===== config.mk =====
export PLATFORM = sky130hd
export DESIGN_NAME = rail_seq_indep
export DESIGN_NICKNAME = d
export VERILOG_FILES = /design/src/rtl/rail_seq_pkg.sv /design/src/rtl/rail_seq_gate_bank.sv /design/src/rtl/rail_seq_shutdown.sv /design/src/rtl/rail_seq_ready.sv /design/src/rtl/rail_seq_indep.sv
export SDC_FILE = /design/constraint.sdc
export NUM_CORES = 1
export LEC_CHECK = 0
export BUFFER_PORTS_ARGS = -buffer_cell sky130_fd_sc_hd__buf_2
export CAP_MARGIN = 0
export CORE_MARGIN = 4
export CORE_UTILIZATION = 50
export CTS_BUF_LIST = sky130_fd_sc_hd__clkbuf_8
export CTS_CLUSTER_DIAMETER = 200
export DETAILED_ROUTE_END_ITERATION = 10
export PLACE_DENSITY = 0.72
export SKIP_LAST_GASP = 1
export SLEW_MARGIN = 20
export SYNTH_ARGS = -nofsm -noshare
export SYNTH_HDL_FRONTEND = slang
export SYNTH_HIERARCHICAL = 1
export SYNTH_SLANG_ARGS = --single-unit

===== constraint.sdc =====
create_clock -name clk_i -period 5.5 [get_ports clk_i]
set_clock_uncertainty 0.1 [all_clocks]
set_input_delay 1.1 -clock clk_i [delete_from_list [all_inputs] [get_ports clk_i]]
set_output_delay 1.1 -clock clk_i [all_outputs]
set_load 0.01 [all_outputs]

===== src/rtl/rail_seq_pkg.sv =====
package rail_seq_pkg;
  typedef enum logic [1:0] {
    SD_IDLE,
    SD_RUN,
    SD_WAIT,
    SD_DELAY
  } sd_state_e;
endpackage


===== src/rtl/rail_seq_gate_bank.sv =====
module rail_seq_gate_bank #(
  parameter int NUM_CH = 4
) (
  input  logic              clk_i,
  input  logic              rst_ni,
  input  logic              en_i,
  input  logic [NUM_CH-1:0] uv_ok_i,
  input  logic [NUM_CH-1:0] kill_i,
  output logic [NUM_CH-1:0] gate_o
);
  logic [NUM_CH-1:0] gate_q;

  for (genvar n = 0; n < NUM_CH; n++) begin : g_ch
    always_ff @(posedge clk_i or negedge rst_ni) begin
      if (!rst_ni)   gate_q[n] <= 1'b0;
      else if (en_i) gate_q[n] <= uv_ok_i[n];
      else           gate_q[n] <= gate_q[n] & uv_ok_i[n] & ~kill_i[n];
    end


    ch_on_chk: assert property (@(posedge clk_i) disable iff (!rst_ni)
      en_i && uv_ok_i[n] |=> gate_q[n]);

    ch_uv_drop_chk: assert property (@(posedge clk_i) disable iff (!rst_ni)
      !uv_ok_i[n] |=> !gate_q[n]);

    ch_no_rise_off_chk: assert property (@(posedge clk_i) disable iff (!rst_ni)
      !en_i && !gate_q[n] |=> !gate_q[n]);
  end

  assign gate_o = gate_q;
endmodule


===== src/rtl/rail_seq_shutdown.sv =====
module rail_seq_shutdown
  import rail_seq_pkg::*;
#(
  parameter int NUM_CH      = 4,
  parameter int STEP_CYCLES = 1000
) (
  input  logic              clk_i,
  input  logic              rst_ni,
  input  logic              en_i,
  input  logic [NUM_CH-1:0] gate_low_i,
  output logic [NUM_CH-1:0] kill_o
);
  localparam int PTR_W = (NUM_CH > 1) ? $clog2(NUM_CH) : 1;
  localparam int CNT_W = (STEP_CYCLES > 1) ? $clog2(STEP_CYCLES) : 1;
  localparam logic [PTR_W-1:0] TOP_CH = PTR_W'(NUM_CH - 1);
  localparam logic [CNT_W-1:0] CNT_LIM = CNT_W'(STEP_CYCLES - 1);

  sd_state_e         st_q, st_d;
  logic [PTR_W-1:0]  ptr_q, ptr_d;
  logic [CNT_W-1:0]  cnt_q, cnt_d;
  logic              adv;

  always_comb begin
    st_d   = st_q;
    ptr_d  = ptr_q;
    cnt_d  = cnt_q;
    adv    = 1'b0;
    kill_o = '0;
    unique case (st_q)
      SD_IDLE: if (en_i) st_d = SD_RUN;
      SD_RUN: begin
        if (!en_i) begin
          kill_o[NUM_CH-1] = 1'b1;
          ptr_d = TOP_CH;
          st_d  = SD_WAIT;
        end
      end
      SD_WAIT: begin
        if (en_i) st_d = SD_RUN;
        else if (gate_low_i[ptr_q]) begin
          if (STEP_CYCLES == 0) adv = 1'b1;
          else begin
            st_d  = SD_DELAY;
            cnt_d = '0;
          end
        end
      end
      SD_DELAY: begin
        if (en_i) st_d = SD_RUN;
        else if (cnt_q == CNT_LIM) adv = 1'b1;
        else cnt_d = cnt_q + 1'b1;
      end
      default: st_d = SD_IDLE;
    endcase
    if (adv) begin
      kill_o[ptr_q - PTR_W'(1)] = 1'b1;
      ptr_d = ptr_q - PTR_W'(1);
      st_d  = (ptr_q == PTR_W'(1)) ? SD_IDLE : SD_WAIT;
    end
  end

  always_ff @(posedge clk_i or negedge rst_ni) begin
    if (!rst_ni) begin
      st_q  <= SD_IDLE;
      ptr_q <= '0;
      cnt_q <= '0;
    end else begin
      st_q  <= st_d;
      ptr_q <= ptr_d;
      cnt_q <= cnt_d;
    end
  end


  one_kill_chk: assert property (@(posedge clk_i) disable iff (!rst_ni)
    $onehot0(kill_o));

  wait_hold_chk: assert property (@(posedge clk_i) disable iff (!rst_ni)
    st_q == SD_WAIT && !en_i && !gate_low_i[ptr_q] |=> $stable(ptr_q));
endmodule


===== src/rtl/rail_seq_ready.sv =====
module rail_seq_ready #(
  parameter int NUM_CH      = 4,
  parameter int HOLD_CYCLES = 37_500_000
) (
  input  logic              clk_i,
  input  logic              rst_ni,
  input  logic              en_i,
  input  logic [NUM_CH-1:0] uv_ok_i,
  input  logic [NUM_CH-1:0] gate_en_i,
  input  logic [NUM_CH-1:0] gate_on_i,
  output logic              rel_o
);
  localparam int HOLD_W = (HOLD_CYCLES > 1) ? $clog2(HOLD_CYCLES) : 1;
  localparam logic [HOLD_W-1:0] HOLD_LIM = HOLD_W'(HOLD_CYCLES - 1);

  logic              all_up;
  logic [HOLD_W-1:0] hold_q;
  logic              rel_q;

  assign all_up = en_i & (&uv_ok_i) & (&gate_en_i) & (&gate_on_i);

  always_ff @(posedge clk_i or negedge rst_ni) begin
    if (!rst_ni) begin
      hold_q <= '0;
      rel_q  <= 1'b0;
    end else if (!all_up) begin
      hold_q <= '0;
      rel_q  <= 1'b0;
    end else if (hold_q == HOLD_LIM) begin
      rel_q  <= 1'b1;
    end else begin
      hold_q <= hold_q + 1'b1;
    end
  end


  rel_drop_chk: assert property (@(posedge clk_i) disable iff (!rst_ni)
    !all_up |=> !rel_q);

  rel_cause_chk: assert property (@(posedge clk_i) disable iff (!rst_ni)
    $rose(rel_q) |-> $past(all_up));

  assign rel_o = rel_q;
endmodule


===== src/rtl/rail_seq_indep.sv =====
module rail_seq_indep #(
  parameter int NUM_CH      = 4,
  parameter int HOLD_CYCLES = 37_500_000,
  parameter int STEP_CYCLES = 1000
) (
  input  logic              clk_i,
  input  logic              rst_ni,
  input  logic              en_i,
  input  logic [NUM_CH-1:0] uv_ok_i,
  input  logic [NUM_CH-1:0] gate_on_i,
  input  logic [NUM_CH-1:0] gate_low_i,
  output logic [NUM_CH-1:0] gate_en_o,
  output logic              sys_rst_no
);
  logic [NUM_CH-1:0] kill;
  logic              rel;

  rail_seq_shutdown #(.NUM_CH(NUM_CH), .STEP_CYCLES(STEP_CYCLES)) u_sd (
    .clk_i, .rst_ni, .en_i, .gate_low_i, .kill_o(kill)
  );

  rail_seq_gate_bank #(.NUM_CH(NUM_CH)) u_bank (
    .clk_i, .rst_ni, .en_i, .uv_ok_i, .kill_i(kill), .gate_o(gate_en_o)
  );

  rail_seq_ready #(.NUM_CH(NUM_CH), .HOLD_CYCLES(HOLD_CYCLES)) u_rdy (
    .clk_i, .rst_ni, .en_i, .uv_ok_i, .gate_en_i(gate_en_o), .gate_on_i,
    .rel_o(rel)
  );

  assign sys_rst_no = rel;


  dis_top_off_chk: assert property (@(posedge clk_i) disable iff (!rst_ni)
    !en_i |=> !gate_en_o[NUM_CH-1] && !sys_rst_no);
endmodule


# Word level (Yosys, flattened, before mapping)
# Index checks and enable logic that the tools add are counted.
[classes] n_bitwise=16 magnitude_cmp=3 n_eq_ne=16 reduce_logical=11 n_mux=33 add_sub_neg=3
[op_table] cell="2-to-1 mux 26 bit" count=2
[op_table] cell="2-to-1 mux 10 bit" count=4
[op_table] cell="adder 26 x 1 -> 26 bit, second input constant" count=1
[op_table] cell="== test 26 bit, second input constant" count=1
[op_table] cell="one-hot mux 10 bit (2 select lines)" count=1
[op_table] cell="2-to-1 mux 2 bit" count=9
[op_table] cell="2-to-1 mux 1 bit" count=13
[op_table] cell="AND reduction 4 bit" count=3
[op_table] cell="AND 1 bit" count=11
[op_table] cell="adder 10 x 1 -> 10 bit, second input constant" count=1
[op_table] cell="== test 10 bit, second input constant" count=1
[op_table] cell="!= test 2 bit, second input constant" count=5
[op_table] cell="< comparator 2 x 3 -> 1 bit, second input constant" count=2
[op_table] cell="one-hot mux 2 bit (3 select lines)" count=1
[op_table] cell="AND reduction 5 bit" count=1
[op_table] cell="== test 2 x 1 -> 1 bit, second input constant" count=2
[op_table] cell="== test 2 bit, second input constant" count=2
[op_table] cell="2-to-1 mux 4 bit" count=1
[op_table] cell="!= test 2 x 1 -> 1 bit, second input constant" count=2
[op_table] cell="!= test 4 x 2 -> 1 bit, second input constant" count=1
[op_table] cell="NOT 1 bit" count=4
[op_table] cell="bitwise OR 4 bit" count=1
[op_table] cell="nonzero test 2 bit" count=2
[op_table] cell="!= test 3 x 1 -> 1 bit, second input constant" count=1
[op_table] cell="other kinds (10)" count=10
[totals] regBits=45

# Logic depth before layout (Yosys ltp)
# Gate-level depths: netlist of run 1.
[logic_depth] word_depth=10 depth_mapped=7 depth_no_buf=7

# Hierarchy
# Netlist of run 1, hierarchy kept.
[modules_own_cells] mod="rail_seq_ready" n_inst=1 cells_each=142 area_each_um2=1432.6 seq_area_each_um2=675.6
[modules_own_cells] mod="rail_seq_shutdown" n_inst=1 cells_each=99 area_each_um2=932.1 seq_area_each_um2=350.3
[modules_own_cells] mod="rail_seq_gate_bank" n_inst=1 cells_each=12 area_each_um2=185.2 seq_area_each_um2=100.1

# Worst setup path after synthesis of run 1
# OpenSTA, ideal clock, no wires.
[synth_path] path_type="input -> register" from="in en_i" to="reg u_rdy.hold_q[0]" setup_slack_ps=3119 setup_time_ps=72 cell_stages=5 path_buffers=2 arrival_time_ps=2209 path_cell_list="nand4_1 or4_2 buf_6 buf_2 nor2_1"
[synth_between] elab_chain_cells=4 elab_cells_between_ends=5
[synth_rtl] element="start: declaration" line_no="rail_seq_indep.sv:8" rtl="input logic en_i,"
[synth_rtl] element="AND 1 bit * (3 in a row)" line_no="rail_seq_ready.sv:20" rtl="assign all_up = en_i & (&uv_ok_i) & (&gate_en_i) & (&gate_on_i);"
[synth_rtl] element="!= test 2 bit (no line) or 2-to-1 mux 26 bit (tied branches)"
[synth_rtl] element="end signal: assignment" line_no="rail_seq_ready.sv:32" rtl="hold_q <= hold_q + 1'b1;"
[synth_rtl] element="end: declaration" line_no="rail_seq_ready.sv:17" rtl="logic [HOLD_W-1:0] hold_q;"
# Mark *: on every way between the ends. The rest lies on a longest branch, timed or not.
# A chain may end at the register's enable or synchronous reset.

# Final worst setup path of run 1
[layout_path] from="in en_i" to="reg u_rdy.hold_q[3]"
# The elaborated chain is that of the path after synthesis.

==> results of run 1 <==
==> layout make-up <==
cell class | instances | area, um^2 | area share, %
Multi-Input combinational cell | 194 | 1350 | 48.5
Clock buffer | 6 | 82.6 | 2.96
Sequential cell | 45 | 1130 | 40.4
Inverter | 10 | 37.5 | 1.35
Timing Repair Buffer | 19 | 97.6 | 3.50
Tap cell | 67 | 83.8 | 3.01
Clock inverter | 1 | 7.51 | 0.269
==> worst reg2reg max path: cells and delay by family, from the launching register on <==
kind                     cells  cell delay, ns
flip-flops                   1            0.41
AND/OR/NAND/NOR              4            1.29
AO/OA/AOI/OAI                1            0.16
adder cells (fa/ha/maj)      1            0.30
==> sequential cells by signal (all words and copies together), names as in the netlist <==
| signal | cells |
|---|---|
| u_sd/cnt_q | 10 |
| u_rdy/rel_o | 1 |
| u_rdy/hold_q | 26 |
| u_sd/ptr_q | 2 |
| u_bank/gate_o | 4 |
| u_sd/st_q | 2 |
==> cell usage in the layout, fill, tap and decap left out, types with 3 or more instances in the layout <==
master / synthesis / routed
a21oi_1: 12 / 12
nand4_1: 9 / 9
o21ai_0: 12 / 12
nor2b_4: 4 / 4
inv_1: 10 / 10
nor2_1: 28 / 28
and2_1: 5 / 5
o21a_1: 5 / 5
clkbuf_8: 0 / 6
o31ai_1: 4 / 4
dfrtp_1: 45 / 45
xnor2_1: 4 / 4
nor4_1: 3 / 3
and3_1: 5 / 5
or3_1: 7 / 7
nand3_1: 13 / 13
nor3_1: 3 / 3
ha_1: 10 / 10
buf_2: 2 / 18
nand2_1: 14 / 14
and4_1: 4 / 4
xor2_1: 16 / 16
==> metrics by stage <==
stage                     instances  area (um^2)
after floorplan                 253         2550
final                           342         2790
after global placement          335         2700
after global routing            342         2790
after detailed placement        335         2700
after CTS                       342         2790
==> kinds of logic (layout without fill, tap and decap cells) <==
kind of cell | count (synthesis) | in the layout | share of synthesized area (%)
xor+xnor | 20 | 20 | 6.87
mux | 3 | 3 | 1.67
buf+inv | 14 | 36 | 2.75
fa+ha+maj | 10 | 10 | 4.91
flops | 45 | 45 | 44.2
simple gates | 117 | 117 | 28.3
compound gates | 44 | 44 | 11.4
==> worst paths after layout <==
path | to | startpoint | slack (ns) | depth (start not counted)
max | u_rdy/hold_q[3] | en_i | 2.92 | 4
min | u_rdy/rel_o | u_rdy/rel_o | 0.40 | 2
max reg2reg | u_bank/gate_o[0] | u_sd/st_q[1] | 3.14 | 6
min reg2reg | u_rdy/rel_o | u_rdy/rel_o | 0.40 | 2
max in group asynchronous | u_rdy/hold_q[19] | rst_ni | 4.23 | 1
min in group asynchronous | u_rdy/hold_q[2] | rst_ni | 0.69 | 1
==> power breakdown <==
part	total, mW	switching, mW	internal [mW]
Combinational	0.167	0.0959	0.0713
Clock	0.206	0.106	0.0993
Sequential	0.391	0.0323	0.359
==> layer usage <==
| layer | part of all wire, % | global-route usage [%] | routed length (um) |
|---|---|---|---|
| met1 | 45 | 20.3 | 2130 |
| met2 | 50 | 28.8 | 2360 |
| met3 | 4.1 | 3.95 | 195 |
| met4 | 1.2 | 5.50 | 55 |
| met5 | 0 | 0 | 0 |
==> results.txt, run 1 <==
status -> finished clean
FP Rows -> 25
RSZ-0062 raised after global routing -> false
Post-synth EDFFs -> 0
number of setup buffers added after CTS -> 0
vias in the first global route -> 1966
syn avg cell area -> 10.1 um^2
root buf cell -> clkbuf_8
CTS buffer count -> 5
First DRT Iteration DRCs -> 108
fillers -> 423
CP Launch Type -> primary input
Place WS -> 2.61 ns
core area -> 0.00482 mm^2
WP buf/inv -> 1
Synth top cells by count -> dfrtp_1, nor2_1, xor2_1, nand2_1, nand3_1
fin crit period -> 2.58 ns
DR WL/cell -> 13.9 um
Pleak -> 1.21 nW
post-layout util -> 57.9%
CP Capture Type -> flip-flop
Worst-path clk slew -> 0.08 ns
clk buf depth -> 2
Routed Antenna Nets -> 0
Worst path top cell family by delay -> simple AND/OR/NAND/NOR gates
I/O Pins -> 20
Final nets -> 300
FF+latch count, synth -> 45
critical path arrival -> 2.72 ns
drt pass-1 iters -> 4
Synth Flop Type -> dfrtp_1
setup ws final -> 2.92 ns
setup violators final -> 0
worst skew pair latency -> 0.30 ns
crit-path max cell delay -> 0.96 ns
largest net degree at the start of global routing -> 46
Worst path slowest cell -> or4_2
initial antenna violation count -> 0
crit-path max FO -> 27
Yosys cell types -> 52
Max rail drop VDD -> 269 uV
Hold WS -> 0.401 ns
routed via count -> 1930
critical path type -> primary input to flip-flop
P&R area growth vs syn -> 9.37%
sequential cell area fraction in the yosys report -> 44.2%
DIE AREA -> 0.00631 mm^2
gpl congestion -> 0.762
Yosys warning count -> 6
CTS sink cnt -> 45
cell area power density -> 274 mW/mm^2
mapped cell area -> 0.00255 mm^2
Setup TNS -> 0 ns
worst slew pin tran -> 0.901 ns
Antenna Cells -> 0
Overflow after GRT -> 0
min-delay worst type -> flip-flop to flip-flop
# H-tree levels -> 2
largest cells by area after synthesis -> dfrtp_1, xor2_1, ha_1, nor2_1, nand3_1
IO Port Bufs -> 19
max cap viols -> 0
Slew Limit Headroom -> 39.4%
async set-or-reset flop fraction in the synthesized netlist -> 100%
dpl hpwl -> 3370 um
Starting Density -> 52.9%
Post-Syn Nets -> 278
Tot Pwr -> 0.764 mW
Die Height -> 79.4 um
Synth area leader -> dfrtp_1
Tot GR Track Use -> 16.6%
CTS tree -> done
global-route wire length before repair -> 8470 um
Die X -> 79.4 um
Syn Inst Count -> 253
share of cells above drive strength 1 -> 17.1%
crit path cell chain -> buf_2 -> nand4_1 -> or4_2 -> o21ba_2
Final Hold Viols -> 0
max-slew violations -> 0
cts hold-fix bufs -> 0
post-CTS sizing -> 0
DRC -> 0
Final Cycle Share -> 46.9%
Critical Path RT -> 5.64 ns
Achievable Freq -> 387 MHz
most numerous cell in the Yosys netlist -> dfrtp_1
DR vias/cell -> 5.64
Synth top area share -> 44.2%
final wirelength -> 4740 um
(Power assumes the default switching activity.)
==> run 2: changes to the inputs <==
--- a/config.mk
+++ b/config.mk
@@ -12,7 +12,7 @@
 export CTS_BUF_LIST = sky130_fd_sc_hd__clkbuf_8
 export CTS_CLUSTER_DIAMETER = 200
 export DETAILED_ROUTE_END_ITERATION = 10
-export PLACE_DENSITY = 0.72
+export PLACE_DENSITY = 0.75
 export SKIP_LAST_GASP = 1
 export SLEW_MARGIN = 20
 export SYNTH_ARGS = -nofsm -noshare
==> constraint.sdc (replaced) <==
create_clock -name clk_i -period 2.13 [get_ports clk_i]
set_clock_uncertainty 0.1 [all_clocks]
set_input_delay 0.426 -clock clk_i [delete_from_list [all_inputs] [get_ports clk_i]]
set_output_delay 0.426 -clock clk_i [all_outputs]
set_load 0.01 [all_outputs]
==> results.txt, run 2 (synthesis gave the netlist of run 1 again) <==
fillers -> 446 (+5.4%)
Worst-path clk slew -> 0.09 ns (about the same)
Final Cycle Share -> 91.9%
Starting Density -> 52.9% (unchanged)
worst skew pair latency -> 0.30 ns (about the same)
endpoint of the worst hold path -> u_bank/gate_o[2]
status -> finished clean
Final Hold Viols -> 0 (unchanged)
Setup TNS -> 0 ns (unchanged)
vias in the first global route -> 1951 (-0.76%)
fin crit period -> 1.96 ns
post-layout util -> 59.9% (+2.0 points)
commonest non-fill, non-tap cells in the layout -> dfrtp_1, nor2_1, buf_2
Critical Path RT -> 2.22 ns (-3.42 ns)
largest net degree at the start of global routing -> 27 (-41%)
Placed Area -> 0.00276 mm^2 (+2.2%)
dpl hpwl -> 3500 um (+3.9%)
Tot Pwr -> 2.13 mW (+180%)
I/O Pins -> 20 (unchanged)
DIE AREA -> 0.00631 mm^2 (unchanged)
fin area -> 0.00289 mm^2 (+3.5%)
Antenna Cells -> 0 (unchanged)
initial antenna violation count -> 0 (unchanged)
CTS sink cnt -> 45 (unchanged)
clk buf depth -> 2 (unchanged)
Largest register FFs -> 26 (unchanged)
Max rail drop VDD -> 681 uV (+150%)
Die X -> 79.4 um (unchanged)
IO Port Bufs -> 19 (unchanged)
DR WL/cell -> 13.7 um (-0.81%)
drt pass-1 iters -> 4 (unchanged)
Routed Antenna Nets -> 0 (unchanged)
Slew Limit Headroom -> 71.8% (+32 points)
Tot GR Track Use -> 17.2% (+0.58 points)
Final nets -> 309 (+3.0%)
sw frac -> 29.7% (-0.97 points)
setup violators final -> 0 (unchanged)
# H-tree levels -> 2 (unchanged)
worst slew pin tran -> 0.421 ns (-0.480 ns)
critical path arrival -> 2.05 ns (-0.67 ns)
RSZ-0062 raised after global routing -> false
CP Capture Type -> flip-flop
CP Launch Type -> flip-flop
Pleak -> 1.27 nW (+4.8%)
critical path type -> flip-flop to flip-flop
routed via count -> 1950 (+1.0%)
max-slew violations -> 0 (unchanged)
DR vias/cell -> 5.54 (-1.8%)
leading cell type in the layout, fill and taps excluded -> dfrtp_1
Worst R2R Setup Slack -> 0.17 ns (-2.97 ns)
root buf cell -> clkbuf_8
number of setup buffers added after CTS -> 0 (unchanged)
core area -> 0.00482 mm^2 (unchanged)
Comb power frac -> 20.6% (-1.3 points)
setup ws final -> 0.172 ns (-2.75 ns)
final wirelength -> 4840 um (+2.1%)
reg2reg end -> u_rdy/hold_q[24]
Die Height -> 79.4 um (unchanged)
min-delay worst type -> primary input to flip-flop
Achievable Freq -> 511 MHz
r2r worst-path depth -> 6 (unchanged)
Hold Crit Start -> uv_ok_i[2]
Hold Path Cell Cnt -> 2 (unchanged)
DRC -> 0 (unchanged)
crit-path max FO -> 6 (-78%)
global-route wire length before repair -> 8590 um (+1.5%)
Place WS -> 0.164 ns (-2.45 ns)
gpl congestion -> 0.818 (+7.4%)
CTS tree -> done
cell area power density -> 738 mW/mm^2 (+170%)
post-CTS sizing -> 0 (unchanged)
FP Rows -> 25 (unchanged)
First DRT Iteration DRCs -> 78 (-28%)
largest register by flop count -> u_rdy/hold_q
Int Pwr -> 1.50 mW (+180%)
share of cells above drive strength 1 -> 19.6% (+2.6 points)
Overflow after GRT -> 0 (unchanged)
max cap viols -> 0 (unchanged)
sequential fraction of design power -> 47.3% (-3.9 points)
NetSw -> 0.633 mW (+170%)
CTS buffer count -> 5 (unchanged)
P&R area growth vs syn -> 13.2%
FF-to-FF Start -> u_rdy/hold_q[0]
clock power share -> 32.1% (+5.2 points)
run 2: worst max-delay path, stage by stage (launching register included):
cell	delay, ns
dfrtp_1	0.41
ha_1	0.23
nand4_2	0.25
nor4_4	0.49
nand3_1	0.15
xor2_1	0.17
nor2_1	0.06
run 2: per-stage QoR:
step	hold WS (ns)	cells
after global routing	0.236	352
after global placement	0.289	343
after floorplan	0.0304	253
after CTS	0.242	352
final	0.248	352
after detailed placement	0.293	343
run 2: power by group through the flow:
stage                     registers, mW  logic [mW]  clock network, mW
after CTS                          1.01       0.441              0.702
after detailed placement           1.02       0.434                  0
after global placement             1.02       0.422                  0
final                              1.01       0.439              0.683
after global routing               1.02       0.502              0.737
after floorplan                    1.01       0.338                  0
run 2: final cells by class:
cell class / count / area, um^2 / area share, %
tap: 67 / 83.8 / 2.90
clock buffer: 6 / 82.6 / 2.86
clock inverter: 2 / 37.5 / 1.30
sequential: 45 / 1130 / 39.0
timing repair buffer: 28 / 165 / 5.72
inverter: 10 / 37.5 / 1.30
multi-input combinational: 194 / 1350 / 46.9
run 2: timing repair:
action / 4_1_cts / 5_1_grt
hold buffers: 1 / 0
hold endpoints to repair: 17 / 0
setup endpoints to repair: 0 / 0
run 2: worst max path at each step:
stage	start	end	slack, ns	depth (start not counted)
floorplan	u_sd/st_q[0]	u_bank/gate_o[0]	0.16	6
global placement	u_rdy/hold_q[0]	u_rdy/hold_q[24]	0.20	6
detailed placement	u_rdy/hold_q[0]	u_rdy/hold_q[20]	0.16	6
CTS	u_rdy/hold_q[0]	u_rdy/hold_q[24]	0.16	6
global route	u_rdy/hold_q[0]	u_rdy/hold_q[20]	0.01	6
finish	u_rdy/hold_q[0]	u_rdy/hold_q[24]	0.17	6
run 2: metal layers:
layer	share of wire, %	vias to the layer above	GRT usage (%)
met3	3.6	4	4.85
met1	45	942	21.6
met5	0	-	0
li1	-	973	-
met4	0.99	0	4.12
met2	50	31	29.4
